[config.mk]
export PLATFORM = sky130hd
export DESIGN_NAME = frame_merge_fmt
export DESIGN_NICKNAME = d
export VERILOG_FILES = /design/src/rtl/fmt_pkg.sv /design/src/rtl/trig_fifo.sv /design/src/rtl/frame_ctrl.sv /design/src/rtl/frame_dp.sv /design/src/rtl/frame_merge_fmt.sv
export SDC_FILE = /design/constraint.sdc
export NUM_CORES = 1
export LEC_CHECK = 0
export ABC_AREA = 1
export CAP_MARGIN = 20
export CORE_AREA = 4 4 79 136
export CTS_BUF_LIST = sky130_fd_sc_hd__clkbuf_4 sky130_fd_sc_hd__clkbuf_8
export DETAILED_ROUTE_END_ITERATION = 10
export DIE_AREA = 0 0 83 140
export DONT_BUFFER_PORTS = 1
export HOLD_SLACK_MARGIN = 0.05
export PLACE_DENSITY_LB_ADDON = 0.05
export RECOVER_POWER = 100
export SYNTH_ARGS = -nofsm -noshare
export SYNTH_HDL_FRONTEND = slang
export SYNTH_SLANG_ARGS = --single-unit
[constraint.sdc]
create_clock -name clk -period 2.6 [get_ports clk]
set_input_delay 0.26 -clock clk [delete_from_list [all_inputs] [get_ports clk]]
set_output_delay 0.26 -clock clk [all_outputs]
set_load 0.03 [all_outputs]
[src/rtl/fmt_pkg.sv]
package fmt_pkg;

  typedef enum logic [1:0] {
    ST_IDLE,
    ST_HDR,
    ST_PAY,
    ST_TRL
  } fmtState_e;

  // strobes from control to datapath
  typedef struct packed {
    logic selHdr;
    logic selPay;
    logic selTrl;
    logic popTrig;
    logic cntInc;
    logic cntClear;
  } ctrlStrobe_t;

  localparam int unsigned TAG_W   = 4;
  localparam logic [3:0]  HDR_TAG = 4'hA;
  localparam logic [3:0]  TRL_TAG = 4'hF;

endpackage

[src/rtl/trig_fifo.sv]
module trig_fifo #(
  parameter int unsigned DEPTH = 4,
  parameter int unsigned WIDTH = 16
) (
  input  logic             clk,
  input  logic             rst,
  input  logic             push,
  input  logic [WIDTH-1:0] din,
  input  logic             pop,
  output logic [WIDTH-1:0] dout,
  output logic             empty,
  output logic             full
);

  localparam int unsigned PTR_W = (DEPTH > 1) ? $clog2(DEPTH) : 1;
  localparam int unsigned CNT_W = $clog2(DEPTH + 1);
  localparam logic [PTR_W-1:0] PTR_LAST = PTR_W'(DEPTH - 1);

  logic [WIDTH-1:0] slots [DEPTH];
  logic [PTR_W-1:0] wrPtr, rdPtr;
  logic [CNT_W-1:0] fill;
  logic             doPush, doPop;

  assign full   = (fill == CNT_W'(DEPTH));
  assign empty  = (fill == '0);
  assign doPush = push && !full;
  assign doPop  = pop && !empty;
  assign dout   = slots[rdPtr];

  always_ff @(posedge clk) begin
    if (doPush) slots[wrPtr] <= din;
  end

  always_ff @(posedge clk) begin
    if (rst) begin
      wrPtr <= '0;
      rdPtr <= '0;
      fill  <= '0;
    end else begin
      if (doPush) wrPtr <= (wrPtr == PTR_LAST) ? '0 : wrPtr + 1'b1;
      if (doPop)  rdPtr <= (rdPtr == PTR_LAST) ? '0 : rdPtr + 1'b1;
      fill <= fill + CNT_W'(doPush) - CNT_W'(doPop);
    end
  end

endmodule

[src/rtl/frame_ctrl.sv]
module frame_ctrl
  import fmt_pkg::*;
(
  input  logic        clk,
  input  logic        rst,
  input  logic        fifoEmpty,
  input  logic        payValid,
  input  logic        payLast,
  input  logic        outReady,
  output ctrlStrobe_t strobe
);

  fmtState_e state, stateNext;

  always_ff @(posedge clk) begin
    if (rst) state <= ST_IDLE;
    else     state <= stateNext;
  end

  always_comb begin
    strobe    = '0;
    stateNext = state;
    unique case (state)
      ST_IDLE: begin
        if (!fifoEmpty) stateNext = ST_HDR;
      end
      ST_HDR: begin
        strobe.selHdr = 1'b1;
        if (outReady) begin
          strobe.popTrig = 1'b1;
          stateNext      = ST_PAY;
        end
      end
      ST_PAY: begin
        strobe.selPay = 1'b1;
        if (payValid && outReady) begin
          strobe.cntInc = 1'b1;
          // segment done: merge a pending trigger or close the frame
          if (payLast) stateNext = fifoEmpty ? ST_TRL : ST_HDR;
        end
      end
      ST_TRL: begin
        strobe.selTrl = 1'b1;
        if (outReady) begin
          strobe.cntClear = 1'b1;
          stateNext       = ST_IDLE;
        end
      end
      default: stateNext = ST_IDLE;
    endcase
  end

endmodule

[src/rtl/frame_dp.sv]
module frame_dp
  import fmt_pkg::*;
#(
  parameter int unsigned DATA_W = 32,
  parameter int unsigned EVT_W  = 16,
  parameter int unsigned CNT_W  = 16
) (
  input  logic              clk,
  input  logic              rst,
  input  ctrlStrobe_t       strobe,
  input  logic [EVT_W-1:0]  evtHead,
  input  logic              payValid,
  input  logic [DATA_W-1:0] payData,
  input  logic              outReady,
  input  logic              dropStrobe,
  output logic              payReady,
  output logic              outValid,
  output logic [DATA_W-1:0] outData,
  output logic              outLast,
  output logic              overflow
);

  localparam int unsigned HPAD_W = DATA_W - TAG_W - EVT_W;
  localparam int unsigned TPAD_W = DATA_W - TAG_W - CNT_W;

  logic [CNT_W-1:0]  wordCnt;
  logic [DATA_W-1:0] hdrWord, trlWord;

  assign hdrWord = {HDR_TAG, {HPAD_W{1'b0}}, evtHead};
  assign trlWord = {TRL_TAG, {TPAD_W{1'b0}}, wordCnt};

  always_comb begin
    outData = '0;
    if (strobe.selHdr)      outData = hdrWord;
    else if (strobe.selTrl) outData = trlWord;
    else if (strobe.selPay) outData = payData;
  end

  assign outValid = strobe.selHdr || strobe.selTrl || (strobe.selPay && payValid);
  assign outLast  = strobe.selTrl;
  assign payReady = strobe.selPay && outReady;

  always_ff @(posedge clk) begin
    if (rst || strobe.cntClear) wordCnt <= '0;
    else if (strobe.cntInc)     wordCnt <= wordCnt + 1'b1;
  end

  always_ff @(posedge clk) begin
    if (rst)             overflow <= 1'b0;
    else if (dropStrobe) overflow <= 1'b1;
  end

endmodule

[src/rtl/frame_merge_fmt.sv]
module frame_merge_fmt
  import fmt_pkg::*;
#(
  parameter int unsigned DATA_W     = 32,
  parameter int unsigned EVT_W      = 16,
  parameter int unsigned CNT_W      = 16,
  parameter int unsigned TRIG_DEPTH = 4
) (
  input  logic              clk,
  input  logic              rst,
  input  logic              trigValid,
  input  logic [EVT_W-1:0]  trigEvent,
  input  logic              payValid,
  input  logic [DATA_W-1:0] payData,
  input  logic              payLast,
  output logic              payReady,
  output logic              outValid,
  output logic [DATA_W-1:0] outData,
  output logic              outLast,
  input  logic              outReady,
  output logic              overflow
);

  ctrlStrobe_t      strobe;
  logic             fifoEmpty, trigFull;
  logic [EVT_W-1:0] evtHead;

  trig_fifo #(.DEPTH(TRIG_DEPTH), .WIDTH(EVT_W)) u_fifo (
    .clk   (clk),
    .rst   (rst),
    .push  (trigValid),
    .din   (trigEvent),
    .pop   (strobe.popTrig),
    .dout  (evtHead),
    .empty (fifoEmpty),
    .full  (trigFull)
  );

  frame_ctrl u_ctrl (
    .clk       (clk),
    .rst       (rst),
    .fifoEmpty (fifoEmpty),
    .payValid  (payValid),
    .payLast   (payLast),
    .outReady  (outReady),
    .strobe    (strobe)
  );

  frame_dp #(.DATA_W(DATA_W), .EVT_W(EVT_W), .CNT_W(CNT_W)) u_dp (
    .clk        (clk),
    .rst        (rst),
    .strobe     (strobe),
    .evtHead    (evtHead),
    .payValid   (payValid),
    .payData    (payData),
    .outReady   (outReady),
    .dropStrobe (trigValid && trigFull),
    .payReady   (payReady),
    .outValid   (outValid),
    .outData    (outData),
    .outLast    (outLast),
    .overflow   (overflow)
  );

endmodule

==> flow_metrics.py <==
metrics = {
    "run_status": {
        "outcome": "finished clean",
    },
    "pwr": {
        "p_int_uw": 2630,
        "combPwrFrac_pct": 32.9,
        "p_leak_uw": 0.00183,
        "p_per_area_nw_per_um2": 883,
        "irDropWorstVdd_mv": 0.450,
        "switching_share_pct": 38.8,
        "p_seq_share_pct": 42.4,
        "p_switching_uw": 1660,
        "clockPowerShare_pct": 24.7,
    },
    "synthesis": {
        "synth_cells": 480,
        "ys_seq_area_share_pct": 58.3,
        "ys_ff_latch": 92,
        "yosys-top-cells-area": "edfxtp_1, dfxtp_1, nand2_1, nand3_1, nor2_1",
        "yosys_warnings": 0,
        "synth_area_leader_cell": "edfxtp_1",
        "synth_top_cell_area_share_pct": 45.1,
        "synth_fp_nets": 542,
        "netlist_area_um2": 4260,
        "synth.distinct_cells": 28,
        "synth.avg_cell_area_um2": 8.87,
    },
    "clock_tree": {
        "root_buffer": "clkbuf_8",
        "clk_latency_ns": 0.36,
        "clock_sinks": 92,
        "htree_levels": 3,
        "numCtsBuffers": 9,
        "path_clk_slew_ns": 0.10,
        "clock_path_buffers": 2,
        "cts_tree": "done",
    },
    "drt": {
        "routed_wl_um": 10300,
        "drtIter0Drc": 197,
        "avgViaCountPerCell": 5.08,
        "drt-wirelength-per-cell_um": 16.0,
        "num_vias": 3263,
        "dr.pass1.iters": 4,
        "ant_nets": 0,
        "route.detailed.drc": 0,
    },
    "worst_setup_path": {
        "cp_cell_sequence": "inv_1 > nor2_2 > buf_4 > nand3_1 > o211ai_1 > clkbuf_1",
        "cp_top_family": "buffers and inverters",
        "path_buf_inv": 3,
        "required_ns": 2.34,
        "worstSetupStartpointType": "register",
        "cpMaxStageDelayCell": "dfxtp_1",
        "timing.rr.end": "u_fifo.fill[1]",
        "rrSetupSlack_ns": 0.44,
        "worstSetupPathType": "register to primary output",
        "setup.worst_path.end_class": "primary output",
        "r2r_start": "u_ctrl.state[0]",
        "cp.arrival_ns": 2.07,
        "startpoint": "u_ctrl.state[0]",
        "crit_cells": 6,
        "crit_end": "outData[14]",
        "max_stage_delay_ns": 0.59,
        "crit_path_max_fanout": 17,
        "worstRegToRegCells": 9,
    },
    "global_route": {
        "grt_pass1_vias": 3219,
        "grt_pass1_wl_um": 16400,
        "gr-usage-all-layers_pct": 18.1,
        "grt_max_degree": 33,
        "grt_overflow": 0,
        "grt_antenna_before_repair": 0,
    },
    "placement": {
        "place_inst": 607,
        "portBuffers": 0,
        "place_congestion": 0.809,
        "dp_hpwl_um": 7140,
    },
    "sta": {
        "hold_viol_final": 0,
        "slew_headroom_pct": 23.8,
        "finalSetupTns_ns": 0,
        "fmax_mhz": 430,
        "skew_ns": 0.0136,
        "grt_setup_unrepaired": "no",
        "finalCriticalPeriod_ns": 2.33,
        "finalSetupViolations": 0,
        "tightest_slew_ns": 1.14,
        "finalCritPeriodShare_pct": 89.5,
        "final_max_slew_viol_count": 0,
    },
    "die": {
        "die_h_um": 140,
        "die_w_um": 83,
        "io_pins": 90,
        "coreArea_um2": 9730,
        "initial_core_util_pct": 43.8,
        "fp.dieArea_um2": 11600,
        "rows": 48,
    },
    "final_layout": {
        "areaGrowthSynthToFinish_pct": 14.0,
        "final_layout_size_suffix_gt1_share_pct": 7.16,
        "antenna_cells": 0,
        "layout.nets": 574,
        "stdcell_count": 642,
    },
    "min_path": {
        "min_path_type": "primary input to register",
    },
    "flow_run": {
        "maxCapViolCount": 0,
    },
}
==> logic make-up (layout without fill, tap and decap cells) <==
group | Yosys count | in the layout | synth area share [%]
adder cells (fa/ha/maj) | 8 | 8 | 2.53
AO/OA/AOI/OAI | 43 | 43 | 5.96
flip-flops | 92 | 92 | 58.3
buffers and inverters | 71 | 108 | 6.40
AND/OR/NAND/NOR | 266 | 266 | 26.8
==> layout by cell type, fill, tap and decap left out, types with 2 or more instances in the layout <==
cell type / Yosys / layout
dlygate4sd3_1: 0 / 19
nand2_1: 123 / 124
dfxtp_1: 28 / 28
nand3_1: 61 / 61
bufinv_16: 0 / 2
a21oi_1: 14 / 14
ha_1: 7 / 7
clkbuf_1: 12 / 6
edfxtp_1: 64 / 64
inv_1: 52 / 54
o211ai_1: 13 / 13
nor2_2: 5 / 5
nand4_1: 3 / 3
clkbuf_8: 0 / 9
nor2_1: 60 / 60
clkbuf_2: 0 / 5
clkinv_4: 0 / 2
o21ai_0: 12 / 14
buf_4: 1 / 7
nor3_1: 6 / 6
nand3b_1: 2 / 2
==> worst register-to-register path, delay by kind of cell, from the launching register on <==
family                     cells  cell delay (ns)
adders and majority gates      2             0.57
buffers and inverters          2             0.23
and+or+nand+nor                5             0.68
DFF                            1             0.59
==> flip-flops by register name, indices dropped and copies added, names as in the netlist, named ones only <==
signal,flops
u_fifo.slots,64
u_dp.wordCnt,16
u_fifo.fill,3
u_ctrl.state,2
u_fifo.rdPtr,2
u_fifo.wrPtr,2
u_dp.overflow,1
==> layout make-up <==
cell class / count / area [um2]
clock buffers: 9 / 124
clock inverters: 7 / 98.8
fillers: 963 / 4870
inverters: 55 / 206
multi-input cells: 317 / 1500
flip-flops and latches: 92 / 2480
well taps: 125 / 156
repair buffers: 37 / 290
==> routing by layer <==
layer | GRT usage (%) | vias to the layer above | routed length, um | share of wire (%)
met2 | 34.4 | 62 | 5750 | 56
met3 | 3.06 | 14 | 305 | 3.0
li1 | - | 1648 | - | -
met1 | 19.9 | 1539 | 3990 | 39
met4 | 6.63 | 0 | 216 | 2.1
met5 | 0 | - | 0 | 0
==> power groups by stage <==
| stage | logic [uW] | clock network [uW] | registers [uW] |
|---|---|---|---|
| after floorplan | 1120 | 0 | 1800 |
| after global placement | 1420 | 0 | 1850 |
| after detailed placement | 1440 | 0 | 1850 |
| after CTS | 1470 | 1100 | 1820 |
| after global routing | 1570 | 1160 | 1840 |
| final | 1410 | 1060 | 1820 |
==> cell usage after synthesis, drive strengths merged <==
| cell | n |
|---|---|
| ha | 7 |
| edfxtp | 64 |
| nand3 | 62 |
| a21oi | 14 |
| or2 | 1 |
| clkbuf | 12 |
| and3 | 1 |
| nand2 | 125 |
| nor2 | 66 |
| o21bai | 1 |
| fa | 1 |
| inv | 55 |
| o21ai | 15 |
| buf | 4 |
| o211ai | 13 |
| nor3 | 6 |
| nand4 | 3 |
| nand3b | 2 |
| dfxtp | 28 |
==> how the worst min path moves through the flow <==
stage	cells after the start	start	slack, ns	endpoint
6_report	4	payLast	0.15	u_ctrl.state[0]
5_1_grt	4	payLast	0.18	u_ctrl.state[0]
4_1_cts	4	payLast	0.12	u_ctrl.state[0]
3_5_place_dp	1	rst	0.33	u_dp.overflow
3_3_place_gp	1	rst	0.33	u_fifo.fill[0]
2_1_floorplan	1	rst	0.33	u_dp.overflow
==> through the flow <==
stage / instance area (um2) / power (uW) / hold WS, ns / utilization (%) / worst slack (ns)
final: 4860 / 4290 / 0.153 / 49.9 / 0.274
after global routing: 4860 / 4560 / 0.179 / 49.9 / 0.110
after CTS: 4900 / 4390 / 0.117 / 50.3 / 0.328
after detailed placement: 4480 / 3290 / 0.333 / 46.1 / 0.521
after global placement: 4480 / 3270 / 0.333 / 46.1 / 0.564
after floorplan: 4260 / 2930 / 0.329 / - / 0.653
==> repair_timing <==
action	4_1_cts	5_1_grt
hold buffers	19	0
buffers inserted	0	0
endpoints found under the hold margin	69	0
setup endpoints to repair	0	0
gates resized for setup	0	0
No activity file was read; power rests on OpenSTA's default activity.
